### src/rtl/irq_pkg.sv
package irq_pkg;
   typedef enum logic [1:0] {
      MST_OFF   = 2'd0,
      MST_ARMED = 2'd1,
      MST_ON    = 2'd2
   } mst_state_t;
endpackage

### src/rtl/irq_enable_reg.sv
module irq_enable_reg #(
   parameter int N_SRC = 5
) (
   input  logic             clk,
   input  logic             rst_n,
   input  logic             wr_i,
   input  logic [N_SRC-1:0] wdata_i,
   output logic [N_SRC-1:0] en_o
);
   always_ff @(posedge clk) begin
      if (!rst_n)    en_o <= '0;
      else if (wr_i) en_o <= wdata_i;
   end

   a_r11_enable_load: assert property (@(posedge clk) disable iff (!rst_n)
      wr_i |=> en_o == $past(wdata_i));
endmodule

### src/rtl/irq_flag_bank.sv
module irq_flag_bank #(
   parameter int N_SRC = 5
) (
   input  logic             clk,
   input  logic             rst_n,
   input  logic [N_SRC-1:0] set_i,
   input  logic [N_SRC-1:0] clr_i,
   output logic [N_SRC-1:0] flags_o
);
   for (genvar b = 0; b < N_SRC; b++) begin : g_bit
      always_ff @(posedge clk) begin
         if (!rst_n)        flags_o[b] <= 1'b0;
         else if (set_i[b]) flags_o[b] <= 1'b1;   // set beats clear
         else if (clr_i[b]) flags_o[b] <= 1'b0;
      end

      a_r6_set_sticks: assert property (@(posedge clk) disable iff (!rst_n)
         set_i[b] |=> flags_o[b]);
   end
endmodule

### src/rtl/irq_prio_pick.sv
module irq_prio_pick #(
   parameter int N_SRC     = 5,
   parameter int IDX_W     = 3,
   parameter int VEC_W     = 8,
   parameter int VEC_BASE  = 'h40,
   parameter int VEC_STEP  = 8
) (
   input  logic [N_SRC-1:0] cand_i,
   output logic             any_o,
   output logic [IDX_W-1:0] idx_o,
   output logic [N_SRC-1:0] onehot_o,
   output logic [VEC_W-1:0] vec_o
);
   int vec_full;

   always_comb begin
      idx_o    = '0;
      onehot_o = '0;
      for (int i = N_SRC - 1; i >= 0; i--) begin
         if (cand_i[i]) begin
            idx_o    = IDX_W'(i);
            onehot_o = '0;
            onehot_o[i] = 1'b1;
         end
      end
      any_o    = |cand_i;
      vec_full = VEC_BASE + int'(idx_o) * VEC_STEP;
      vec_o    = vec_full[VEC_W-1:0];
   end
endmodule

### src/rtl/irq_master_fsm.sv
module irq_master_fsm
   import irq_pkg::*;
(
   input  logic       clk,
   input  logic       rst_n,
   input  logic       retire_i,
   input  logic       ei_i,
   input  logic       di_i,
   input  logic       reti_i,
   input  logic       dispatch_i,
   output mst_state_t state_o
);
   mst_state_t nxt;

   always_comb begin
      nxt = state_o;
      if (dispatch_i)             nxt = MST_OFF;
      else if (retire_i) begin
         if (reti_i)              nxt = MST_ON;
         else if (di_i)           nxt = MST_OFF;
         else if (state_o == MST_ARMED) nxt = MST_ON;
         else if (ei_i && state_o == MST_OFF) nxt = MST_ARMED;
      end
   end

   always_ff @(posedge clk) begin
      if (!rst_n) state_o <= MST_OFF;
      else        state_o <= nxt;
   end

   a_r2_ei_arms: assert property (@(posedge clk) disable iff (!rst_n)
      (retire_i && ei_i && !di_i && !reti_i && !dispatch_i && state_o == MST_OFF)
      |=> state_o == MST_ARMED);
   a_r3_di_cancels: assert property (@(posedge clk) disable iff (!rst_n)
      (retire_i && di_i && !reti_i) |=> state_o == MST_OFF);
   a_r4_armed_to_on: assert property (@(posedge clk) disable iff (!rst_n)
      (state_o == MST_ARMED && retire_i && !di_i && !dispatch_i) |=> state_o == MST_ON);
   a_r5_reti_on: assert property (@(posedge clk) disable iff (!rst_n)
      (retire_i && reti_i && !dispatch_i) |=> state_o == MST_ON);
   a_r1_legal_state: assert property (@(posedge clk) disable iff (!rst_n)
      state_o != 2'd3);
endmodule

### src/rtl/irq_dispatch_unit.sv
module irq_dispatch_unit
   import irq_pkg::*;
#(
   parameter int N_SRC    = 5,
   parameter int VEC_W    = 8,
   parameter int VEC_BASE = 'h40,
   parameter int VEC_STEP = 8,
   parameter int IDX_W    = 3
) (
   input  logic             clk,
   input  logic             rst_n,
   input  logic [N_SRC-1:0] src_req,
   input  logic             retire,
   input  logic             op_ei,
   input  logic             op_di,
   input  logic             op_reti,
   input  logic             en_wr,
   input  logic [N_SRC-1:0] en_wdata,
   input  logic             take_ack,
   output logic             take_req,
   output logic [VEC_W-1:0] vec_addr,
   output logic [IDX_W-1:0] svc_idx,
   output logic [N_SRC-1:0] ie_q,
   output logic [N_SRC-1:0] if_q,
   output logic [1:0]       ime_st
);
   localparam int LAST_VEC = VEC_BASE + (N_SRC - 1) * VEC_STEP;

   if (N_SRC < 1 || N_SRC > (1 << IDX_W)) begin : g_bad_nsrc
      $error("N_SRC does not fit IDX_W");
   end
   if (LAST_VEC >= (1 << VEC_W)) begin : g_bad_vec
      $error("vector table exceeds VEC_W");
   end

   mst_state_t       state;
   logic [N_SRC-1:0] cand, win_1h, clr;
   logic             any_cand, dispatch;

   irq_enable_reg #(.N_SRC(N_SRC)) u_en (
      .clk(clk), .rst_n(rst_n), .wr_i(en_wr), .wdata_i(en_wdata), .en_o(ie_q));

   irq_flag_bank #(.N_SRC(N_SRC)) u_flags (
      .clk(clk), .rst_n(rst_n), .set_i(src_req), .clr_i(clr), .flags_o(if_q));

   assign cand = ie_q & if_q;

   irq_prio_pick #(
      .N_SRC(N_SRC), .IDX_W(IDX_W), .VEC_W(VEC_W),
      .VEC_BASE(VEC_BASE), .VEC_STEP(VEC_STEP)
   ) u_pick (
      .cand_i(cand), .any_o(any_cand), .idx_o(svc_idx),
      .onehot_o(win_1h), .vec_o(vec_addr));

   assign take_req = any_cand && (state == MST_ON);
   assign dispatch = take_req && take_ack;
   assign clr      = dispatch ? win_1h : '0;

   irq_master_fsm u_fsm (
      .clk(clk), .rst_n(rst_n), .retire_i(retire), .ei_i(op_ei), .di_i(op_di),
      .reti_i(op_reti), .dispatch_i(dispatch), .state_o(state));

   assign ime_st = state;

   a_r7_take_only_on: assert property (@(posedge clk) disable iff (!rst_n)
      take_req |-> (ime_st == 2'd2 && (ie_q & if_q) != '0));
   a_r8_single_winner: assert property (@(posedge clk) disable iff (!rst_n)
      $onehot0(clr));
   a_r8_winner_pending: assert property (@(posedge clk) disable iff (!rst_n)
      take_req |-> (ie_q[svc_idx] && if_q[svc_idx]));
   a_r9_ack_turns_off: assert property (@(posedge clk) disable iff (!rst_n)
      (take_req && take_ack) |=> ime_st == 2'd0);
   a_r10_ack_ignored: assert property (@(posedge clk) disable iff (!rst_n)
      (!take_req && take_ack && !retire && src_req == '0) |=> $stable(if_q) && $stable(ime_st));
endmodule

### config.mk
export PLATFORM = sky130hd
export DESIGN_NAME = irq_dispatch_unit
export DESIGN_NICKNAME = d
export VERILOG_FILES = /design/src/rtl/irq_pkg.sv /design/src/rtl/irq_enable_reg.sv /design/src/rtl/irq_flag_bank.sv /design/src/rtl/irq_prio_pick.sv /design/src/rtl/irq_master_fsm.sv /design/src/rtl/irq_dispatch_unit.sv
export SDC_FILE = /design/constraint.sdc
export NUM_CORES = 1
export LEC_CHECK = 0
export BUFFER_PORTS_ARGS = -buffer_cell sky130_fd_sc_hd__buf_2
export CAP_MARGIN = 10
export CORE_UTILIZATION = 40
export DETAILED_ROUTE_END_ITERATION = 8
export GPL_TIMING_DRIVEN = 0
export PLACE_DENSITY = 0.77
export SLEW_MARGIN = 0
export SYNTH_ARGS = -nofsm -noshare
export SYNTH_HDL_FRONTEND = slang
export SYNTH_SLANG_ARGS = --single-unit
### constraint.sdc
create_clock -name clk -period 1.9 [get_ports clk]
set_clock_uncertainty 0.2 [all_clocks]
set_input_delay 0 -clock clk [delete_from_list [all_inputs] [get_ports clk]]
set_output_delay 0 -clock clk [all_outputs]
set_load 0.01 [all_outputs]
# Word level (Yosys, flattened, before mapping)
# Index checks and enable logic that the tools add are counted.
# classes
reduce_logical,13
eq_ne,2
bitwise,2
mux,25
n_addsub,1
# ops
operator,n
$mux W5,6
$mux W3,5
$mux W1,10
$reduce_bool A2 Y1,5
$add A7 B6 Y8 const A,1
$mux W2,4
$and A5 B5 Y5,1
$reduce_or A5 Y1,1
$reduce_bool A4 Y1,1
$logic_and A1 B1 Y1,3
$eq A2 B1 Y1 const B,1
$eq A2 B2 Y1 const B,1
$logic_not A2 Y1,1
$reduce_and A2 Y1,1
$reduce_or A2 Y1,1
$not A1 Y1,1
# word_totals
elab_cells,50
register_bits,12
out_inout_bits,24

# Depth between registers and ports, before layout
# depth
word_depth,9
mapped_depth,4
mapped_depth_nobuf,3

# Modules after synthesis
# From an unflattened synthesis, not the netlist that was laid out.
# hier_totals
hier_cells,80
hier_area_um2,738.2
# modules_own_cells
mod,n_inst,cells_each,area_per_inst_um2
irq_flag_bank,1,15,206.4
irq_enable_reg,1,16,192.7
irq_prio_pick,1,23,141.4
irq_master_fsm,1,13,110.1
irq_dispatch_unit,1,13,87.6

# Worst setup path before layout
# Ideal clock, no wire load.
# synth_path
path_kind,reg-to-reg
from,reg u_fsm.state_o[0]
to,reg u_fsm.state_o[0]
setup_slack_ns,0.366
arrival_ns,1.264
setup_ns,0.070
synth_period_minus_slack_ns,1.534
required_time_ns,1.630
n_path_buf,0
path_stages_with_launch,4
cell_sequence,dfxtp_1 -> or4b_1 -> or3_1 -> a21boi_1
# synth_via
elab_chain_cells,4
elab_cells_between_ends,12
# synth_rtl
element,line,source
start: declaration,irq_master_fsm.sv:11,output mst_state_t state_o
start signal: assignment,irq_master_fsm.sv:28,else state_o <= nxt;
"$eq A2 B1 Y1, or another cell as far along",irq_master_fsm.sv:21,else if (state_o == MST_ARMED) nxt = MST_ON;
"$mux W2, or another cell as far along",irq_master_fsm.sv:21,
"$mux W2, or another cell as far along",irq_master_fsm.sv:20,else if (di_i) nxt = MST_OFF;
"$mux W2, or another cell as far along",irq_master_fsm.sv:19,if (reti_i) nxt = MST_ON;
# Parallel ways exist; a longest one is shown, timed or not.
# A chain may end at the register's enable or synchronous reset.

# Final worst setup path
# layout_path
from,reg u_en.en_o[0]
to,out vec_addr[5]
# layout_via
elab_chain_cells,3
# layout_rtl
element,line,source
start: declaration,irq_enable_reg.sv:8,output logic [N_SRC-1:0] en_o
start signal: assignment,irq_enable_reg.sv:12,else if (wr_i) en_o <= wdata_i;
$and A5 B5 Y5,irq_dispatch_unit.sv:46,assign cand = ie_q & if_q;
$mux W3,irq_prio_pick.sv:20,if (cand_i[i]) begin
$add A7 B6 Y8,irq_prio_pick.sv:27,vec_full = VEC_BASE + int'(idx_o) * VEC_STEP;
end: declaration,irq_dispatch_unit.sv:21,"output logic [VEC_W-1:0] vec_addr,"
# Every way passes these cells.

==> results.tsv <==
stage	metric	value	unit
routing	Final ANT Viol Nets	0	
timing	final hold violation count	0	
cts	clk_lat worst skew	0.27	ns
critical_path	kind of start point of the critical path	register	
critical_path	Setup crit end kind	output pin	
synthesis	Async SR Flop Fraction	0	%
power	power density cells	548	mW/mm^2
cts	# clock sinks	12	
floorplanning	row count	14	
placement	DP HPWL	1100	um
routing	DRC viols	0	
synthesis	post-synthesis cell type count	28	
power	Tot Pwr	600	uW
cells_and_area	Antenna diodes	0	
cells_and_area	layout net count	158	
routing	Iteration-0 DRC Markers	18	
cts	Reg clk slew, reported paths	0.07	ns
critical_path	Crit path required time	1.70	ns
placement	Buffers on Ports	35	
power	P_leak	0.000541	uW
grt	total track usage	23.2	%
routing	final WL	1950	um
placement	GPL Wtd Cong	0.696	
timing	Final Max Slew Viols	0	
cts	Clock Tree Buf Depth	2	
grt	grt met1 use	23.9	%
hold_path	worst hold path class	primary input to register	
floorplanning	die width	42.2	um
cts	CTS Root Buffer Type	clkbuf_4	
critical_path	R2R depth	3	
routing	DR vias/cell	5.16	
synthesis	FF+latch count, synth	12	
routing	vias after detailed routing	794	
floorplanning	initial core utilization	42.9	%
grt	M2 GR Usage	43.7	%
floorplanning	Die Y-Extent	42.2	um
grt	met3 Use GR	5.60	%
synthesis	cell taking the most area after synthesis	dfxtp_1	
floorplanning	core area	0.00151	sq mm
grt	first-pass GRT wire length	3110	um
routing	Detailed Routing Iterations Pass 1	6	
timing	post-layout minimum cycle time	1.65	ns
synthesis	share of the synthesized area in the top cell type	37.2	%
synthesis	Post-Syn Area per Cell	8.61	sq um
floorplanning	io pins	42	
synthesis	count of flip-flops with a built-in enable after synthesis	0	
job	Max Cap Viol	0	
synthesis	yosys warns	0	
hold_path	hold depth	3	
grt	vias in the first global route	743	
critical_path	CP arrival	1.45	ns
routing	DR WL/cell	12.7	um
cells_and_area	area grow syn2layout	69.6	%
grt	GRT overflow	0	
grt	initial antenna violation count	0	
synthesis	ys flop type	dfxtp_1	
critical_path	Setup CP Type	register to output pin	
synthesis	sequential element share of the synthesized area	37.2	%
timing	Setup-failing EPs final	0	
status	status	finished, final reports clean	
synthesis	post-synthesis cell area	646	sq um
cts	CTS Buf Count	3	
cts	CTS tree	yes	
synthesis	Mapped Cells	75	
floorplanning	die area	0.00178	sq mm
grt	most used routing layer	met2	
critical_path	CP Max Fanout	7	
synthesis	top cells by area, synth	dfxtp_1, buf_4, mux2i_1, nor2b_1, o21ai_0	
timing	Final period util	86.9	%
timing	setup TNS	0	ns
cts	cts repair resizes	0	
power	Worst VDD drop	0.000361	V
timing	setup repair after global routing missed its margin	no	
cts	H-tree Lvls	1	
grt	largest net degree at the start of global routing	11	
timing	f_max	605	MHz
cells_and_area	share of layout cells above drive strength 1	33.3	%
-- kinds of logic (layout without fill, tap and decap cells) --
logic type	after synthesis	count (layout)	share of synthesized area (%)
mux	5	5	7.75
buf+inv	16	76	14.0
flops	12	12	37.2
other cells	2	5	1.16
simple gates	17	17	16.3
compound gates	23	23	23.6
-- cell usage in the layout (no fill, tap or decap), types with 2 or more instances in the layout --
cell	count
nor2_1	3
o21ai_0	6
a31oi_1	2
clkbuf_1	2
dlygate4sd3_1	22
inv_1	6
buf_4	8
a21oi_1	4
buf_2	35
mux2i_1	5
a41oi_1	2
conb_1	5
nor2b_1	5
dfxtp_1	12
nand3b_1	2
clkbuf_4	3
a22oi_1	2
-- report_power, final --
group	switching (uW)	internal, uW	total, uW
Combinational	66.3	93.1	159
Sequential	22.2	268	290
Clock	77.4	73.3	151
-- stage by stage --
step / instances / setup WS, ns / util [%] / cell area [sq um] / hold WS (ns)
4_1_cts: 154 / 0.277 / 72.7 / 1090 / 0.00353
3_5_place_dp: 129 / 0.330 / 56.6 / 852 / 0.0658
5_1_grt: 154 / 0.154 / 72.7 / 1090 / 0.0290
2_1_floorplan: 78 / 0.366 / - / 657 / -0.0629
6_report: 154 / 0.248 / 72.7 / 1090 / 0.0131
3_3_place_gp: 129 / 0.366 / 56.6 / 852 / 0.0555
-- worst max-delay path: stages (launching register included) --
cell and delay (ns):
dfxtp_1 0.37, a22oi_1 0.32, and4_1 0.27, buf_4 0.11, buf_2 0.11
-- path summary, 6_finish.rpt --
kind / start / to / slack (ns)
max reg2reg: u_fsm.state_o[1] / u_fsm.state_o[0] / 0.32
min reg2reg: u_en.en_o[2] / u_flags.flags_o[2] / 0.33
max: u_en.en_o[0] / vec_addr[5] / 0.25
min: en_wr / u_en.en_o[1] / 0.01
-- final cells by class --
cell class / instances / area [sq um]
Buffer: 10 / 67.6
Clock buffer: 3 / 22.5
Fill cell: 130 / 412
Inverter: 6 / 22.5
Multi-Input combinational cell: 50 / 327
Sequential cell: 12 / 240
Tap cell: 16 / 20.0
Timing Repair Buffer: 57 / 395
-- synthesized netlist by cell type (2+ instances only) --
cell type and instances:
a21oi_1 4, a22oi_1 2, a31oi_1 2, a41oi_1 2
buf_4 8, clkbuf_1 2, conb_1 2, dfxtp_1 12
inv_1 6, mux2i_1 5, nand3b_1 2, nor2_1 3
nor2b_1 5, o21ai_0 6
-- layer usage --
layer | up-vias | share of wire (%)
met1 | 364 | 40
met3 | 4 | 5.9
met5 | - | 0
met4 | 0 | 1.3
li1 | 390 | -
met2 | 36 | 53
-- timing repair --
action,4_1_cts,5_1_grt
hold endpoints to repair,12,0
setup buffers,0,0
endpoints found under the setup margin,0,0
hold buffers,22,0
-- flip-flops by register name, indices dropped and copies added (netlist names) --
register,count
u_en.en_o,5
u_flags.flags_o,5
u_fsm.state_o,2
Note: power is estimated with default switching activity, not from simulation.
